--- src/rtl/bsw_pkg.sv ---
// Package: shared widths, types and fixed constants of the segmented
// bank-switch controller. Assumes a 13-line CPU bus whose top bit marks
// the cartridge window, and 1 KB regions within it.
package bsw_pkg;
    localparam int ADDR_W     = 13;             // CPU address lines
    localparam int OFS_W      = 10;             // in-region offset bits (1 KB)
    localparam int SEL_W      = 2;              // region select bits
    localparam int PAGE_W     = 3;              // ROM page number bits
    localparam int NUM_SW     = 3;              // switchable regions
    localparam int NUM_REGION = 1 << SEL_W;     // regions in the window
    localparam int ROM_W      = PAGE_W + OFS_W; // ROM address width
    localparam int HOT_LO     = PAGE_W + SEL_W; // lowest bit of hotspot base match

    typedef logic [PAGE_W-1:0] page_t;
    typedef logic [SEL_W-1:0]  region_t;
    typedef logic [ADDR_W-1:0] addr_t;
    typedef logic [ROM_W-1:0]  rom_addr_t;

    localparam addr_t DEF_HOT_BASE   = 13'h1FE0; // first hotspot byte
    localparam page_t DEF_FIXED_PAGE = 3'd7;     // page of the top region
    localparam page_t DEF_RESET_BASE = 3'd4;     // reset page of region 0
endpackage

--- src/rtl/bsw_hot_decode.sv ---
// Hotspot decoder: recognises a valid access inside the block of
// 8-byte hotspot groups starting at HOT_BASE. Group g (g < NUM_SW)
// targets region g, and the low address bits give the new page.
// Assumes HOT_BASE is aligned to the size of the whole group block.
module bsw_hot_decode
    import bsw_pkg::*;
#(
    parameter addr_t HOT_BASE = DEF_HOT_BASE
) (
    input  logic    acc_valid,
    input  addr_t   acc_addr,
    output logic    hot_hit,
    output region_t hot_region,
    output page_t   hot_page
);
    localparam int TAG_W = ADDR_W - HOT_LO;
    localparam logic [TAG_W-1:0] HOT_TAG = HOT_BASE[ADDR_W-1:HOT_LO];

    logic tag_match;
    logic group_ok;

    // Split the address into tag, group index and page value.
    always_comb begin
        tag_match  = (acc_addr[ADDR_W-1:HOT_LO] == HOT_TAG);
        hot_region = acc_addr[PAGE_W +: SEL_W];
        hot_page   = acc_addr[PAGE_W-1:0];
        group_ok   = (int'(hot_region) < NUM_SW);
        hot_hit    = acc_valid && tag_match && group_ok;
    end
endmodule

--- src/rtl/bsw_bank_regs.sv ---
// Page register file: one PAGE_W-bit register per switchable region.
// Loads the addressed register on a hotspot hit and returns region i
// to page RESET_BASE+i on synchronous reset.
module bsw_bank_regs
    import bsw_pkg::*;
#(
    parameter page_t RESET_BASE = DEF_RESET_BASE
) (
    input  logic                           clk,
    input  logic                           rst_n,
    input  logic                           wr_en,
    input  region_t                        wr_region,
    input  page_t                          wr_page,
    output logic [NUM_SW-1:0][PAGE_W-1:0]  pages
);
    for (genvar i = 0; i < NUM_SW; i++) begin : g_reg
        localparam page_t RST_VAL = page_t'(int'(RESET_BASE) + i);
        logic sel;

        // Decode whether this register is the write target.
        always_comb sel = wr_en && (int'(wr_region) == i);

        // Hold or load the page of region i.
        always_ff @(posedge clk) begin
            if (!rst_n)
                pages[i] <= RST_VAL;
            else if (sel)
                pages[i] <= wr_page;
        end
    end
endmodule

--- src/rtl/bsw_region_map.sv ---
// Region lookup: selects the page for the region addressed by A11:A10,
// forcing FIXED_PAGE for regions without a register, and builds the
// ROM chip select and address. Output is zero when the ROM is idle.
module bsw_region_map
    import bsw_pkg::*;
#(
    parameter page_t FIXED_PAGE = DEF_FIXED_PAGE
) (
    input  logic                           acc_valid,
    input  addr_t                          acc_addr,
    input  logic [NUM_SW-1:0][PAGE_W-1:0]  pages,
    output logic                           cs,
    output rom_addr_t                      rom_addr
);
    region_t region;
    page_t   page_sel;

    // Pick the page of the addressed region, default to the fixed page.
    always_comb begin
        region   = acc_addr[OFS_W +: SEL_W];
        page_sel = FIXED_PAGE;
        for (int i = 0; i < NUM_SW; i++) begin
            if (int'(region) == i)
                page_sel = pages[i];
        end
    end

    // Drive the select and the ROM address, zero while not selected.
    always_comb begin
        cs       = acc_valid && acc_addr[ADDR_W-1];
        rom_addr = cs ? {page_sel, acc_addr[OFS_W-1:0]} : '0;
    end
endmodule

--- src/rtl/bsw_seg_ctrl.sv ---
// Top of the segmented bank-switch controller. Ties the hotspot
// decoder, the page register file and the region lookup together.
// Assumes one bus access per clock, qualified by bus_valid.
module bsw_seg_ctrl
    import bsw_pkg::*;
#(
    parameter addr_t HOT_BASE   = DEF_HOT_BASE,
    parameter page_t FIXED_PAGE = DEF_FIXED_PAGE,
    parameter page_t RESET_BASE = DEF_RESET_BASE
) (
    input  logic              clk,
    input  logic              rst_n,
    input  logic              bus_valid,
    input  logic [12:0]       bus_addr,
    output logic              rom_cs,
    output logic [12:0]       rom_addr
);
    logic                          hot_hit;
    region_t                       hot_region;
    page_t                         hot_page;
    logic [NUM_SW-1:0][PAGE_W-1:0] bank_q;

    bsw_hot_decode #(.HOT_BASE(HOT_BASE)) u_dec (
        .acc_valid  (bus_valid),
        .acc_addr   (bus_addr),
        .hot_hit    (hot_hit),
        .hot_region (hot_region),
        .hot_page   (hot_page)
    );

    bsw_bank_regs #(.RESET_BASE(RESET_BASE)) u_regs (
        .clk       (clk),
        .rst_n     (rst_n),
        .wr_en     (hot_hit),
        .wr_region (hot_region),
        .wr_page   (hot_page),
        .pages     (bank_q)
    );

    bsw_region_map #(.FIXED_PAGE(FIXED_PAGE)) u_map (
        .acc_valid (bus_valid),
        .acc_addr  (bus_addr),
        .pages     (bank_q),
        .cs        (rom_cs),
        .rom_addr  (rom_addr)
    );
endmodule

--- config.mk ---
export PLATFORM = sky130hd
export DESIGN_NAME = bsw_seg_ctrl
export DESIGN_NICKNAME = d
export VERILOG_FILES = /design/src/rtl/bsw_pkg.sv /design/src/rtl/bsw_hot_decode.sv /design/src/rtl/bsw_bank_regs.sv /design/src/rtl/bsw_region_map.sv /design/src/rtl/bsw_seg_ctrl.sv
export SDC_FILE = /design/constraint.sdc
export NUM_CORES = 1
export LEC_CHECK = 0
export CAP_MARGIN = 20
export CORE_MARGIN = 2
export CORE_UTILIZATION = 30
export CTS_BUF_LIST = sky130_fd_sc_hd__clkbuf_2
export DETAILED_ROUTE_END_ITERATION = 7
export PLACE_DENSITY = 0.62
export SLEW_MARGIN = 10
export SYNTH_ARGS = -nofsm -noshare
export SYNTH_HDL_FRONTEND = slang
export SYNTH_SLANG_ARGS = --single-unit
--- constraint.sdc ---
create_clock -name clk -period 0.9 [get_ports clk]
set_input_delay 0.135 -clock clk [delete_from_list [all_inputs] [get_ports clk]]
set_output_delay 0.135 -clock clk [all_outputs]
set_load 0.02 [all_outputs]
Yosys cells after proc, flatten, opt, wreduce, memory -nomap -nowiden
Index checks and enable logic that the tools add are counted.
{"block": "totals", "regBits": 9, "out_inout_bits": 14}
{"block": "op_classes", "order_cmp": 1, "eq_ne": 5, "n_mux": 4, "reduce_logical": 8}
{"cell": "13-bit 2-to-1 mux", "n": 1}
{"cell": "3-bit 2-to-1 mux", "n": 3}
{"cell": "2-bit equality test (second input constant)", "n": 4}
{"cell": "8-bit equality test (second input constant)", "n": 1}
{"cell": "1-bit logical AND", "n": 6}
{"cell": "2-bit logical NOT", "n": 2}
{"cell": "2-bit less-than comparator (second input constant)", "n": 1}

Logic depth before layout (Yosys ltp)
{"block": "logic_depth", "ltp_word": 5, "depth_mapped": 3, "mapped_depth_nobuf": 3}

Cells and area by module
Synthesis repeated with hierarchy kept, for this count alone.
{"block": "unflattened", "hier_cells": 69, "hier_area_um2": 606.8}
{"module": "bsw_bank_regs", "n_inst": 1, "cells_per_inst": 35, "area_per_inst_um2": 371.6, "seq_area_each_um2": 180.2}
{"module": "bsw_region_map", "n_inst": 1, "cells_per_inst": 25, "area_per_inst_um2": 167.7, "seq_area_each_um2": 0.0}
{"module": "bsw_hot_decode", "n_inst": 1, "cells_per_inst": 9, "area_per_inst_um2": 67.6, "seq_area_each_um2": 0.0}

Least setup slack after synthesis
No wires, ideal clock.
{"block": "synth_path", "kind": "input to output", "startpoint": "input bus_valid", "endpoint": "output rom_addr[10]", "arrival_time_ns": 0.974, "required_ns": 0.765, "path_slack_ns": -0.209, "cell_stages": 3, "path_buffers": 1, "cell_sequence": "clkbuf_1 -> nand2_1 -> nor3_1"}
{"block": "synth_between", "elab_chain_cells": 2}
{"item": "start, declared", "line_no": "bsw_seg_ctrl.sv:13", "source": "input logic bus_valid,"}
{"item": "1-bit logical AND", "line_no": "bsw_region_map.sv:30", "source": "cs = acc_valid && acc_addr[ADDR_W-1];"}
{"item": "13-bit 2-to-1 mux", "line_no": "bsw_region_map.sv:31", "source": "rom_addr = cs ? {page_sel, acc_addr[OFS_W-1:0]} : '0;"}
{"item": "end, declared", "line_no": "bsw_seg_ctrl.sv:16", "source": "output logic [12:0] rom_addr"}
No other way between the ends.

Worst setup path after layout
{"block": "layout_path", "startpoint": "register u_regs.pages[0] (netlist name)", "endpoint": "output rom_addr[10]"}
{"block": "layout_between", "elab_chain_cells": 4}
{"item": "start, declared", "line_no": "bsw_bank_regs.sv:14", "source": "output logic [NUM_SW-1:0][PAGE_W-1:0] pages"}
{"item": "start signal, assigned by index", "line_no": "bsw_bank_regs.sv:28", "source": "pages[i] <= wr_page;"}
{"item": "3-bit 2-to-1 mux (3 in a row)", "line_no": "bsw_region_map.sv:23", "source": "if (int'(region) == i)"}
{"item": "13-bit 2-to-1 mux", "line_no": "bsw_region_map.sv:31"}
No other way between the ends.

==> metrics.md <==
| Metric | Value |
|---|---|
| Clock-pin slew of the registers on the worst-case setup and hold paths | `0.10 ns` |
| Area growth from synthesis to layout | `98.59%` |
| Critical path data required time | `about 0.76 ns` |
| Clock group share of total power | `25.4%` |
| Max-Slew Margin vs Limit | `76.82%` |
| Critical Path Sink Type | `output port` |
| Via count | `659` |
| Vertical extent of the die | `between 40 and 50 um` |
| Final cell count without fillers | `~150` |
| Antenna diodes | `0` |
| Count of buffers inserted at the top-level ports | `29` |
| Worst-case setup margin in the final layout | `-0.3861 ns` |
| Number of max-cap violations | `0` |
| Gate power share | `35.8%` |
| Cell internal pwr | `717.1 uW` |
| Most instantiated cells after synthesis | `sky130_fd_sc_hd__and3_1 (9), sky130_fd_sc_hd__dfxtp_1 (9), sky130_fd_sc_hd__mux2i_1 (9)` |
| Worst-case clock buffer depth | `2` |
| Via density per instance | `between 4 and 5` |
| Share of the clock period used by the worst path | `142.9%` |
| Leakage power figure | `0.5688 nW` |
| Min Clock Period, post-route | `1.286 ns` |
| Post-synth EDFFs | `0` |
| GR Util All Layers | `16.55%` |
| Crit-path slowest cell | `sky130_fd_sc_hd__dfxtp_2` |
| Design Power | `1.026 mW` |
| Maximum fanout along the worst path | `2` |
| Setup clock skew after layout | `0 ns` |
| Clock latency on the worst-skew pair | `0.25 ns` |
| Critical path, cell by cell | `and2b_1 > a211oi_4 > nor3_4 > buf_6` |
| Gate Count Post-Synth | `69` |
| Drt wl/cell | `approximately 12 um` |
| Placed Instances | `138` |
| I/O pin total | `30` |
| Largest Register | `u_regs.pages` |
| Clock root buffer | `sky130_fd_sc_hd__clkbuf_2` |
| Maximum number of pins on one net before global-route repair | `9` |
| Outcome | `finished, violations left` |
| Worst slew pin tran | `roughly 0.35 ns` |
| Area of the die | `about 2400 um^2` |
| Core area | `just under 2000 um^2` |
| Share of the core filled with cells in the final layout | `62.69%` |
| Syn_nets | `85` |
| Worst voltage drop across the vdd grid | `0.0006838 V` |
| Sink count of the clock tree | `9` |
| Share of post-route cells with drive strength above 1 | `57.14%` |
| Arrival time at the worst endpoint | `1.15 ns` |
| Fmax achieved | `0.7775 GHz` |
| DRC violation count after routing | `0` |
| Combined area of all synthesized cells | `a little over 600 um^2` |
| Synth unique cells | `17` |
| Routed Wire Length | `1811 um` |
| Starting density of the core | `31.57%` |
| Register area share after synthesis | `29.09%` |
| First-pass GRT wire length | `3132 um` |
| Die Width | `49.44 um` |
| Total count of max-transition violations in the final report | `0` |
| Detailed-placement wirelength estimate | `1428 um` |
| Number of nets in the finished design | `136` |
| Final Wtd Congestion | `0.7182` |
| Largest incremental delay on the critical path | `about 0.33 ns` |
| Sum of overflow across all layers after global routing | `0` |
| Cts hold-fix bufs | `0` |
| Switching part of the total power | `30.11%` |
| Min-Delay Path Class | `input pin to flop` |
| Net switching power of the design | `308.9 uW` |
| Synth Area per Inst | `8.976 um^2` |
| Count of endpoints failing hold in the final timing report | `0` |
| Vias in the first global route | `approximately 700` |
| Largest registers | `u_regs.pages: 9 flops` |
| Sequential fraction of design power | `38.8%` |
| Type of the worst setup path | `flop to output port` |
| Fraction of post-synthesis cell area in the top cell type by area | `29.09%` |
| Power per Cell Area | `between 800 and 900 nW/um^2` |
| Count of synthesis-stage warnings from yosys | `0` |
| TritonCTS clock tree | `yes` |
| Cell Rows | `16` |
| Antenna violations before repair | `0` |
| Final ANT Viol Nets | `0` |
| Number of flip-flops under the largest register name | `9` |
| Total negative setup slack | `-1.248 ns` |
| Number of clock buffers inserted by TritonCTS | `3` |
| Setup violators final | `11` |
| FF+latch count, synth | `9` |
| Share of async-settable or async-resettable flops after synthesis | `0%` |
| Violations in the final reports | `negative setup slack` |
| Most used DFF post-synth | `sky130_fd_sc_hd__dfxtp_1` |
| Yosys top cell by area | `sky130_fd_sc_hd__dfxtp_1` |
| First drt pass iteration count | `4` |
| Maximum level of the CTS H-tree | `1` |
| Setup repair after global routing missed its margin | `true` |
| Number of design-rule violations left by the first detailed-router iteration | `6` |
| Critical Path Source Type | `flop` |
| Biggest area contributors in the synthesized netlist | `sky130_fd_sc_hd__dfxtp_1 (29%), sky130_fd_sc_hd__mux2i_1 (15%), sky130_fd_sc_hd__nor4_4 (10%)` |
[per-layer routing]
metal / up-vias / global-route usage (%) / share of wire [%]
met5: - / 0 / 0
met4: 0 / 8.333 / 1.7
met3: 4 / 1.534 / 2.2
met2: 13 / 29.05 / 51
met1: 302 / 19.93 / 45
li1: 340 / - / -
[critical path, delay by kind of cell (launching register included)]
kind	cells	cell delay [ns]
simple gates	2	0.24
flops	1	0.33
compound gates	1	0.19
buf+inv	1	0.13
[stage by stage]
step,setup WS [ns],instance area (um^2),hold WS [ns]
global placement,-0.9581,1141,0.4485
detailed placement,-0.9871,1141,0.4498
global route,-0.4369,1230,0.2802
floorplan,-0.03776,695.7,0.2995
finish,-0.3861,1230,0.2874
CTS,-0.4514,1189,0.2969
[final timing paths]
| path | cells after the start | to | from | slack (ns) |
|---|---|---|---|---|
| min | 4 | u_regs.pages[5] | bus_addr[4] | 0.29 |
| max reg2reg | 3 | u_regs.pages[4] | u_regs.pages[4] | 0.23 |
| min reg2reg | 2 | u_regs.pages[1] | u_regs.pages[1] | 0.46 |
| max | 4 | rom_addr[10] | u_regs.pages[0] | -0.39 |
[layout by cell type, fill, tap and decap left out, drive strengths merged]
| cell | instances |
|---|---|
| inv | 2 |
| and2b | 3 |
| and3 | 9 |
| a211oi | 3 |
| nand2 | 8 |
| nor3 | 3 |
| nor2 | 3 |
| nand2b | 3 |
| nand3 | 1 |
| nand4 | 1 |
| nor2b | 8 |
| dfxtp | 9 |
| clkdlybuf4s50 | 1 |
| or2 | 1 |
| clkdlybuf4s15 | 1 |
| clkbuf | 5 |
| mux2i | 9 |
| buf | 43 |
| dlygate4sd2 | 3 |
| nor4 | 3 |
[power by group through the flow]
stage          registers [mW]  logic, mW  clock network, mW
2_1_floorplan           0.407      0.138                  0
3_3_place_gp            0.407      0.338                  0
3_5_place_dp            0.407      0.342                  0
4_1_cts                 0.398      0.350              0.260
5_1_grt                 0.398      0.391              0.291
6_report                0.398      0.368              0.261
[cells by family (layout without fill, tap and decap cells)]
group	after synthesis	count (layout)	share of synthesized area, %
AO/OA/AOI/OAI	3	3	3.636
buffers and inverters	5	55	3.031
flip-flops	9	9	29.09
multiplexers	9	9	14.55
AND/OR/NAND/NOR	43	43	49.70
[layout make-up]
type	count	area, um^2
clock buffer	4	20.02
fill	191	732.0
inverter	2	7.507
multi-input combinational	55	519.2
sequential	9	183.9
tap	27	33.78
timing repair buffer	49	465.4
[repair_timing]
action	4_1_cts	5_1_grt
setup buffers	3	2
setup endpoints to repair	23	16
pin swaps	14	6
gates resized for setup	132	10
No activity file was read; power rests on OpenSTA's default activity.
